==> src/rtl/uart_fstx_pkg.sv <==
package uart_fstx_pkg;

   typedef enum logic [1:0] {
      TX_IDLE  = 2'd0,
      TX_START = 2'd1,
      TX_DATA  = 2'd2,
      TX_STOP  = 2'd3
   } tx_phase_e;

   typedef enum logic [1:0] {
      STOP_ONE      = 2'd0,
      STOP_ONE_HALF = 2'd1,
      STOP_TWO      = 2'd2,
      STOP_TWO_ALT  = 2'd3
   } stop_cfg_e;

endpackage

==> src/rtl/uart_fstx_seg_timer.sv <==
// Counts ticks within the current bit segment and flags its last tick.
module uart_fstx_seg_timer #(
   parameter int CW = 6
) (
   input  logic          clk,
   input  logic          rst_n,
   input  logic          restart,
   input  logic          tick,
   input  logic [CW-1:0] seg_len,
   output logic          seg_done
);
   logic [CW-1:0] cnt;
   logic          at_end;

   assign at_end   = (cnt == seg_len - 1'b1);
   assign seg_done = tick && !restart && at_end;

   always_ff @(posedge clk or negedge rst_n) begin
      if (!rst_n) begin
         cnt <= '0;
      end else if (restart) begin
         cnt <= '0;
      end else if (tick) begin
         if (at_end) cnt <= '0;
         else        cnt <= cnt + 1'b1;
      end
   end
endmodule

==> src/rtl/uart_fstx_shifter.sv <==
// Holds the byte being sent; bit 0 drives the line during data bits.
module uart_fstx_shifter #(
   parameter int DW = 8
) (
   input  logic          clk,
   input  logic          rst_n,
   input  logic          load,
   input  logic [DW-1:0] load_val,
   input  logic          shift,
   output logic          lsb
);
   logic [DW-1:0] sh;
   logic [DW-1:0] sh_nxt;

   for (genvar i = 0; i < DW; i++) begin : g_sh
      if (i == DW - 1) begin : g_top
         assign sh_nxt[i] = 1'b1;
      end else begin : g_mid
         assign sh_nxt[i] = sh[i+1];
      end
   end

   always_ff @(posedge clk or negedge rst_n) begin
      if (!rst_n)     sh <= '1;
      else if (load)  sh <= load_val;
      else if (shift) sh <= sh_nxt;
   end

   assign lsb = sh[0];
endmodule

==> src/rtl/uart_fstx_ctrl.sv <==
// Frame sequencer: phases, stop-length selection and the one-byte holding slot.
module uart_fstx_ctrl
   import uart_fstx_pkg::*;
#(
   parameter int DW = 8,
   parameter int OS = 16,
   parameter int CW = 6
) (
   input  logic          clk,
   input  logic          rst_n,
   input  logic          seg_done,
   input  logic          in_valid,
   input  logic [DW-1:0] in_data,
   input  logic [1:0]    in_stop,
   output logic          in_ready,
   output logic          timer_restart,
   output logic [CW-1:0] seg_len,
   output logic          sh_load,
   output logic [DW-1:0] sh_val,
   output logic          sh_shift,
   input  logic          sh_lsb,
   output logic          tx_out,
   output logic          busy
);
   localparam int BW = (DW > 1) ? $clog2(DW) : 1;
   localparam logic [CW-1:0] LEN_BIT  = CW'(OS);
   localparam logic [CW-1:0] LEN_HALF = CW'(OS + OS / 2);
   localparam logic [CW-1:0] LEN_TWO  = CW'(2 * OS);
   localparam logic [BW-1:0] LAST_BIT = BW'(DW - 1);

   tx_phase_e     phase;
   logic [1:0]    cur_stop;
   logic [BW-1:0] bit_idx;
   logic          hold_vld;
   logic [DW-1:0] hold_data;
   logic [1:0]    hold_stop;
   logic          accept;
   logic          stop_end;
   logic          from_hold;
   logic          from_input;

   assign in_ready      = (phase == TX_IDLE) || ((phase == TX_STOP) && !hold_vld);
   assign accept        = in_valid && in_ready;
   assign stop_end      = (phase == TX_STOP) && seg_done;
   assign timer_restart = accept && (phase == TX_IDLE);
   assign from_hold     = stop_end && hold_vld;
   assign from_input    = timer_restart || (stop_end && !hold_vld && accept);
   assign sh_load       = from_hold || from_input;
   assign sh_val        = from_hold ? hold_data : in_data;
   assign sh_shift      = (phase == TX_DATA) && seg_done && (bit_idx != LAST_BIT);

   always_comb begin
      seg_len = LEN_BIT;
      if (phase == TX_STOP) begin
         case (stop_cfg_e'(cur_stop))
            STOP_ONE:      seg_len = LEN_BIT;
            STOP_ONE_HALF: seg_len = LEN_HALF;
            default:       seg_len = LEN_TWO;
         endcase
      end
   end

   always_ff @(posedge clk or negedge rst_n) begin
      if (!rst_n) begin
         phase     <= TX_IDLE;
         cur_stop  <= '0;
         bit_idx   <= '0;
         hold_vld  <= 1'b0;
         hold_data <= '0;
         hold_stop <= '0;
      end else begin
         case (phase)
            TX_IDLE: begin
               if (accept) begin
                  phase    <= TX_START;
                  cur_stop <= in_stop;
               end
            end
            TX_START: begin
               if (seg_done) begin
                  phase   <= TX_DATA;
                  bit_idx <= '0;
               end
            end
            TX_DATA: begin
               if (seg_done) begin
                  if (bit_idx == LAST_BIT) phase <= TX_STOP;
                  else                     bit_idx <= bit_idx + 1'b1;
               end
            end
            default: begin
               if (seg_done) begin
                  if (hold_vld) begin
                     phase    <= TX_START;
                     cur_stop <= hold_stop;
                     hold_vld <= 1'b0;
                  end else if (accept) begin
                     phase    <= TX_START;
                     cur_stop <= in_stop;
                  end else begin
                     phase    <= TX_IDLE;
                  end
               end else if (accept) begin
                  hold_vld  <= 1'b1;
                  hold_data <= in_data;
                  hold_stop <= in_stop;
               end
            end
         endcase
      end
   end

   always_comb begin
      case (phase)
         TX_START: tx_out = 1'b0;
         TX_DATA:  tx_out = sh_lsb;
         default:  tx_out = 1'b1;
      endcase
   end

   assign busy = (phase != TX_IDLE);
endmodule

==> src/rtl/uart_frac_stop_tx.sv <==
module uart_frac_stop_tx #(
   parameter int DATA_BITS  = 8,
   parameter int OVERSAMPLE = 16
) (
   input  logic                 clk,
   input  logic                 rst_n,
   input  logic                 tick,
   input  logic                 in_valid,
   output logic                 in_ready,
   input  logic [DATA_BITS-1:0] in_data,
   input  logic [1:0]           in_stop,
   output logic                 tx_out,
   output logic                 busy
);
   localparam int CW = $clog2(2 * OVERSAMPLE + 1);

   if (DATA_BITS < 1) begin : g_bad_width
      $error("DATA_BITS must be at least 1");
   end
   if (OVERSAMPLE < 4 || (OVERSAMPLE % 2) != 0) begin : g_bad_os
      $error("OVERSAMPLE must be even and at least 4 for half-bit stops");
   end

   logic          seg_done;
   logic          timer_restart;
   logic [CW-1:0] seg_len;
   logic          sh_load;
   logic [DATA_BITS-1:0] sh_val;
   logic          sh_shift;
   logic          sh_lsb;

   uart_fstx_seg_timer #(.CW(CW)) u_timer (
      .clk      (clk),
      .rst_n    (rst_n),
      .restart  (timer_restart),
      .tick     (tick),
      .seg_len  (seg_len),
      .seg_done (seg_done)
   );

   uart_fstx_shifter #(.DW(DATA_BITS)) u_shift (
      .clk      (clk),
      .rst_n    (rst_n),
      .load     (sh_load),
      .load_val (sh_val),
      .shift    (sh_shift),
      .lsb      (sh_lsb)
   );

   uart_fstx_ctrl #(.DW(DATA_BITS), .OS(OVERSAMPLE), .CW(CW)) u_ctrl (
      .clk           (clk),
      .rst_n         (rst_n),
      .seg_done      (seg_done),
      .in_valid      (in_valid),
      .in_data       (in_data),
      .in_stop       (in_stop),
      .in_ready      (in_ready),
      .timer_restart (timer_restart),
      .seg_len       (seg_len),
      .sh_load       (sh_load),
      .sh_val        (sh_val),
      .sh_shift      (sh_shift),
      .sh_lsb        (sh_lsb),
      .tx_out        (tx_out),
      .busy          (busy)
   );
endmodule

==> config.mk <==
export PLATFORM = sky130hd
export DESIGN_NAME = uart_frac_stop_tx
export DESIGN_NICKNAME = d
export VERILOG_FILES = /design/src/rtl/uart_fstx_pkg.sv /design/src/rtl/uart_fstx_seg_timer.sv /design/src/rtl/uart_fstx_shifter.sv /design/src/rtl/uart_fstx_ctrl.sv /design/src/rtl/uart_frac_stop_tx.sv
export SDC_FILE = /design/constraint.sdc
export NUM_CORES = 1
export LEC_CHECK = 0
export BUFFER_PORTS_ARGS = -buffer_cell sky130_fd_sc_hd__buf_2
export CAP_MARGIN = 10
export CORE_MARGIN = 5
export CORE_UTILIZATION = 59
export CTS_CLUSTER_SIZE = 25
export DETAILED_ROUTE_END_ITERATION = 10
export PLACE_DENSITY = 0.79
export SYNTH_ARGS = -nofsm -noshare
export SYNTH_HDL_FRONTEND = slang
export SYNTH_SLANG_ARGS = --single-unit
==> constraint.sdc <==
create_clock -name clk -period 3.1 [get_ports clk]
set_input_delay 0.155 -clock clk [delete_from_list [all_inputs] [get_ports clk]]
set_output_delay 0.155 -clock clk [all_outputs]
set_load 0.1 [all_outputs]
==> results of run 1 <==
[cell families after synthesis]
group	count (synthesis)
muxes	37
DFF	32
adders and majority gates	9
xor gates and xnor gates	5
buffers and inverters	15
AOI/OAI and AO/OA	28
and+or+nand+nor	45
[how the worst min path moves through the flow]
stage | startpoint | endpoint | slack, ps | depth (start not counted)
4_1_cts | in_stop[1] | u_ctrl.hold_stop[1] | 50 | 2
2_1_floorplan | rst_n | u_ctrl.bit_idx[0] | -140 | 0
5_1_grt | in_data[3] | u_ctrl.hold_data[3] | 50 | 2
3_3_place_gp | rst_n | u_ctrl.bit_idx[0] | 230 | 1
6_report | in_data[3] | u_ctrl.hold_data[3] | 60 | 2
3_5_place_dp | rst_n | u_ctrl.bit_idx[0] | 250 | 1
[placed cells by master, fill, tap and decap left out, types with 3 or more instances in the layout]
cell,count
nand3_1,4
dfstp_2,8
and3_1,3
a21oi_1,4
clkbuf_4,5
nand2_1,16
nor3_1,4
mux2i_1,25
a221o_1,3
nor2_1,7
ha_1,9
buf_2,16
o21ai_0,5
dfrtp_1,24
inv_1,7
mux2_2,12
[metal layers]
metal | global-route usage (%) | wire length [um] | share of wire (%)
met1 | 24.0 | 1620 | 44
met2 | 32.3 | 1800 | 49
met3 | 3.54 | 172 | 4.7
met4 | 7.61 | 63 | 1.7
met5 | 0 | 0 | 0
[critical path, stage by stage, from the launching register on]
cell	delay (ps)
dfrtp_1	440
ha_1	290
nand3b_2	140
inv_1	60
ha_1	300
xnor2_1	270
nand2_1	130
nor4b_1	390
o22a_1	530
mux2i_1	260
[state kept, by name (all words and copies together), names as in the netlist]
register,count
u_ctrl.hold_stop,2
u_ctrl.phase,2
u_ctrl.hold_data,8
u_shift.sh,8
u_timer.cnt,6
u_ctrl.bit_idx,3
u_ctrl.hold_vld,1
u_ctrl.cur_stop,2
[through the flow]
stage,worst slack (ps),total power [mW]
detailed placement,255,1.66
global route,1.67,2.11
floorplan,595,1.48
CTS,221,1.98
global placement,411,1.61
finish,211,1.98
[power breakdown]
| part | internal (mW) | leakage [nW] | switching, mW |
|---|---|---|---|
| Clock | 0.169 | 0.0422 | 0.150 |
| Sequential | 0.631 | 0.384 | 0.127 |
| Combinational | 0.342 | 0.617 | 0.562 |
| Total | 1.14 | 1.04 | 0.839 |
[area by class of cell]
cell class / count / area share (%)
tap: 44 / 2.68
clock inverter: 2 / 1.71
clock buffer: 6 / 2.01
timing repair buffer: 18 / 4.76
multi-input combinational: 124 / 48.0
inverter: 7 / 1.28
sequential: 32 / 39.5
==> impl_metrics.ini, run 1 <==
[final_layout]
diodes = 0
fin_util_pct = 67.2
regArea_um2 = 811
drive_above_1_share_pct = 26.5
fin_nets = 211
multiInputGateArea_um2 = 986
fin_cells = 233
n_fill_cell = 251
fin_area_um2 = 2050
area_delta_synth_final_pct = 8.90

[logic_synthesis]
syn_area_um2 = 1880
yosysWarnings = 0
post_synth_and_or_nand_nor_area_fraction_pct = 12.5
synthMuxAreaShare_pct = 20.5
synth_top_family_by_area = multiplexers
yosysMostFrequentCell = mux2i_1
synth_commonest_cells = 25 x mux2i_1, 24 x dfrtp_1, 16 x nand2_1, 12 x mux2_2, 9 x ha_1
syn_inst = 171
ys_ff_latch = 32
ys_top_cells_by_area = dfrtp_1 32%, mux2i_1 13%, dfstp_2 11%
synth_fa_ha_area_share_pct = 5.98
synth_cell_types = 41
syn_area_per_cell_um2 = 11.0
synth_flop_cell = dfrtp_1
synth_fp_nets = 194
synth-async-reset-ratio_pct = 100
synth_top_area_cell = dfrtp_1
ys_seq_area_share_pct = 43.0
synth_xor_xnor_area_share_pct = 2.72
synth_edf_count = 0
synth-compound-area-share_pct = 10.7
yosys.area.top_type_share_pct = 31.9

[global_routing]
grt_pass1_wl_mm = 6.35
grt-ovfl-total = 0
track_usage_pct = 19.1
grt_pass1_vias = 1379
antenna_found_initial = 0
grt_max_degree = 33

[floorplanning]
core-area_um2 = 3050
die_width_um = 66.5
std_cell_rows = 20
die-area_um2 = 4420
die_h_um = 66.5
start_util_pct = 61.7
ios = 17

[sta]
drv_slew = 0
fin_crit_sh_pct = 93.2
fmax_mhz = 346
final-setup-viol-count = 0
hold_viol = 0
fin_tns_setup_ps = 0
rsz0062_at_grt = no
relSlewSlack_pct = 53.4
tightest_slew_ps = 700
min_period_ps = 2890
holdWs_ps = 55.1
skew_ps = 10.4

[route]
drt-pass1-iter-count = 6
via_per_inst = 5.87
drcViolationCount = 0
drtAntennaViolNets = 0
drt_iter0_drc = 92
wl_mm = 3.65
wl_per_cell_um = 15.7
vias = 1368

[run]
drv_cap = 0

[worst_setup_path]
worstSetupEndpointType = flip-flop
rrSetupSlack_ps = 210
r2r_start = u_ctrl.phase[0]
cp_max_fo = 8
crit_path_start = u_ctrl.phase[0]
crit_required_ps = 3370
arrival_ps = 3160
critPathKind = flip-flop to flip-flop
r2r-end = u_shift.sh[5]
crit_end = u_shift.sh[5]
worst_r2r_path_depth = 9
critPathLaunchType = flip-flop

[placement]
dp_hpwl_mm = 2.62
placed_area_um2 = 1970
post-place-cells = 224
place_congestion = 0.872
port_buffers = 16

[status]
status = finished, final reports clean

[clock_tree]
cts_tree = yes
post_cts_buffers = 0
ctsRootBufferMaster = clkbuf_4
htreeDepth = 2
clock_latency_ps = 340
clock_sinks = 32
cts_hold_buf = 1
numCtsBuffers = 5
ctsResizeCount = 0
clk_path_buf_depth = 2
cts.clk_slew.worst_paths_ps = 110

[power]
p_leak_nw = 1.04
powerDensity_nw_per_um2 = 965
vdd_ir_drop_max_v = 0.000382

[hold_path]
hold_path_class = primary input to flip-flop
No activity file was read; power rests on OpenSTA's default activity.
==> run 2: changes to the inputs <==
Settings changed: SETUP_SLACK_MARGIN from default to 0.1.
Clock period 3.1 ns to 2.9 ns, I/O delays scaled along.
==> impl_metrics.ini, run 2 (synthesis gave the netlist of run 1 again) <==
[status]
status = finished, final reports clean

[clock_tree]
numCtsBuffers = 5
htreeDepth = 2
ctsRootBufferMaster = clkbuf_4
clock_latency_ps = 340
post_cts_buffers = 0
cts_tree = yes
clk_path_buf_depth = 2
clock_sinks = 32
cts.clk_slew.worst_paths_ps = 110

[worst_setup_path]
critPathKind = flip-flop to flip-flop
crit_required_ps = 3130
critPathSlowestCell = dfrtp_1
max_stage_delay_ps = 440
cp_max_fo = 6
crit_path_frequent_cell = ha_1
arrival_ps = 2840
cp_cell_sequence = ha_1, nand3b_2, inv_1, ha_1, xnor2_2, nand4_1, o31ai_1, o221a_2, mux2_2
critPathLaunchType = flip-flop
worstSetupEndpointType = flip-flop

[global_routing]
grt_max_degree = 33
grt-ovfl-total = 0
track_usage_pct = 20.4
grt_pass1_wl_mm = 6.68
grt_pass1_vias = 1527
antenna_found_initial = 0

[route]
wl_mm = 3.82
wl_per_cell_um = 16.3
drt_iter0_drc = 69
drt-pass1-iter-count = 4
drtAntennaViolNets = 0
via_per_inst = 5.80
drcViolationCount = 0
vias = 1363

[floorplanning]
start_util_pct = 61.7
std_cell_rows = 20
die_width_um = 66.5
core-area_um2 = 3050
ios = 17
die-area_um2 = 4420
die_h_um = 66.5

[sta]
rsz0062_at_grt = no
final-setup-viol-count = 0
drv_slew = 0
fin_tns_setup_ps = 0
hold_viol = 0
relSlewSlack_pct = 52.6
skew_ps = 12.0
min_period_ps = 2610
fmax_mhz = 383
tightest_slew_ps = 710
fin_crit_sh_pct = 90.0

[final_layout]
final_common_cell = mux2i_1
fin_cells = 235
final_cell_mix = 25 x mux2i_1, 24 x dfrtp_1, 16 x nand2_1, 16 x buf_2, 12 x mux2_2
diodes = 0
drive_above_1_share_pct = 30.4
area_delta_synth_final_pct = 11.3
reg_top3 = u_ctrl.hold_data (8), u_shift.sh (8), u_timer.cnt (6)
fin_util_pct = 68.7
fin_nets = 213
fin_area_um2 = 2100
n_fill_cell = 260

[hold_path]
hold_path_class = primary input to flip-flop

[power]
p_leak_nw = 1.06
total_power_mw = 2.16
powerDensity_nw_per_um2 = 1030
vdd_ir_drop_max_v = 0.000502

[placement]
dp_hpwl_mm = 2.77
post-place-cells = 226
place_congestion = 0.887
placed_area_um2 = 1980
port_buffers = 16

[run]
drv_cap = 0
run 2: stage by stage:
step                      setup slack [ps]  hold WS [ps]
after floorplan                        405          -151
final                                  290          39.5
after global placement                 210           222
after global routing                  95.5          31.6
after CTS                              197          35.7
after detailed placement              86.3           233
run 2: cell type report:
cell class                 instances  area (um^2)  area share [%]
multi-input combinational        124         1020            48.4
sequential                        32          811            38.7
timing repair buffer              20          113            5.37
tap                               44         55.1            2.63
clock buffer                       6         41.3            1.97
clock inverter                     2         35.0            1.67
inverter                           7         26.3            1.25
run 2: path summary, 6_finish.rpt:
path	slack [ps]	cells after the start	end	start
worst max-delay path	290	9	u_ctrl.phase[0]	u_ctrl.phase[0]
worst min-delay path	40	2	u_ctrl.hold_data[4]	in_data[4]
worst max register to register	290	9	u_ctrl.phase[0]	u_ctrl.phase[0]
worst min register to register	520	1	u_ctrl.hold_data[4]	u_ctrl.hold_data[4]
max in group asynchronous	2060	2	u_ctrl.hold_stop[1]	rst_n
min in group asynchronous	380	2	u_ctrl.hold_data[2]	rst_n
run 2: worst max-delay path, delay by kind of cell, from the launching register on:
family / cells / cell delay [ps]
buf+inv: 1 / 50
flops: 1 / 440
fa+ha+maj: 2 / 610
mux: 1 / 330
simple gates: 2 / 350
xor+xnor: 1 / 200
compound gates: 2 / 510
run 2: repair_timing:
action	CTS	global route
setup endpoints to repair	8	17
hold endpoints to repair	24	0
hold buffers	1	0
resized for setup	3	3
pin swaps	0	3
run 2: power by group:
group          switching (mW)  internal (mW)
Sequential              0.134          0.675
Combinational           0.631          0.383
Clock                   0.154          0.181
run 2: layer usage:
metal | global-route usage (%) | vias to the layer above | routed length, um | part of all wire (%)
met5 | 0 | - | 0 | 0
met1 | 23.5 | 657 | 1610 | 42
li1 | - | 653 | - | -
met2 | 34.6 | 37 | 1930 | 50
met4 | 9.90 | 0 | 135 | 3.5
met3 | 5.73 | 16 | 150 | 3.9
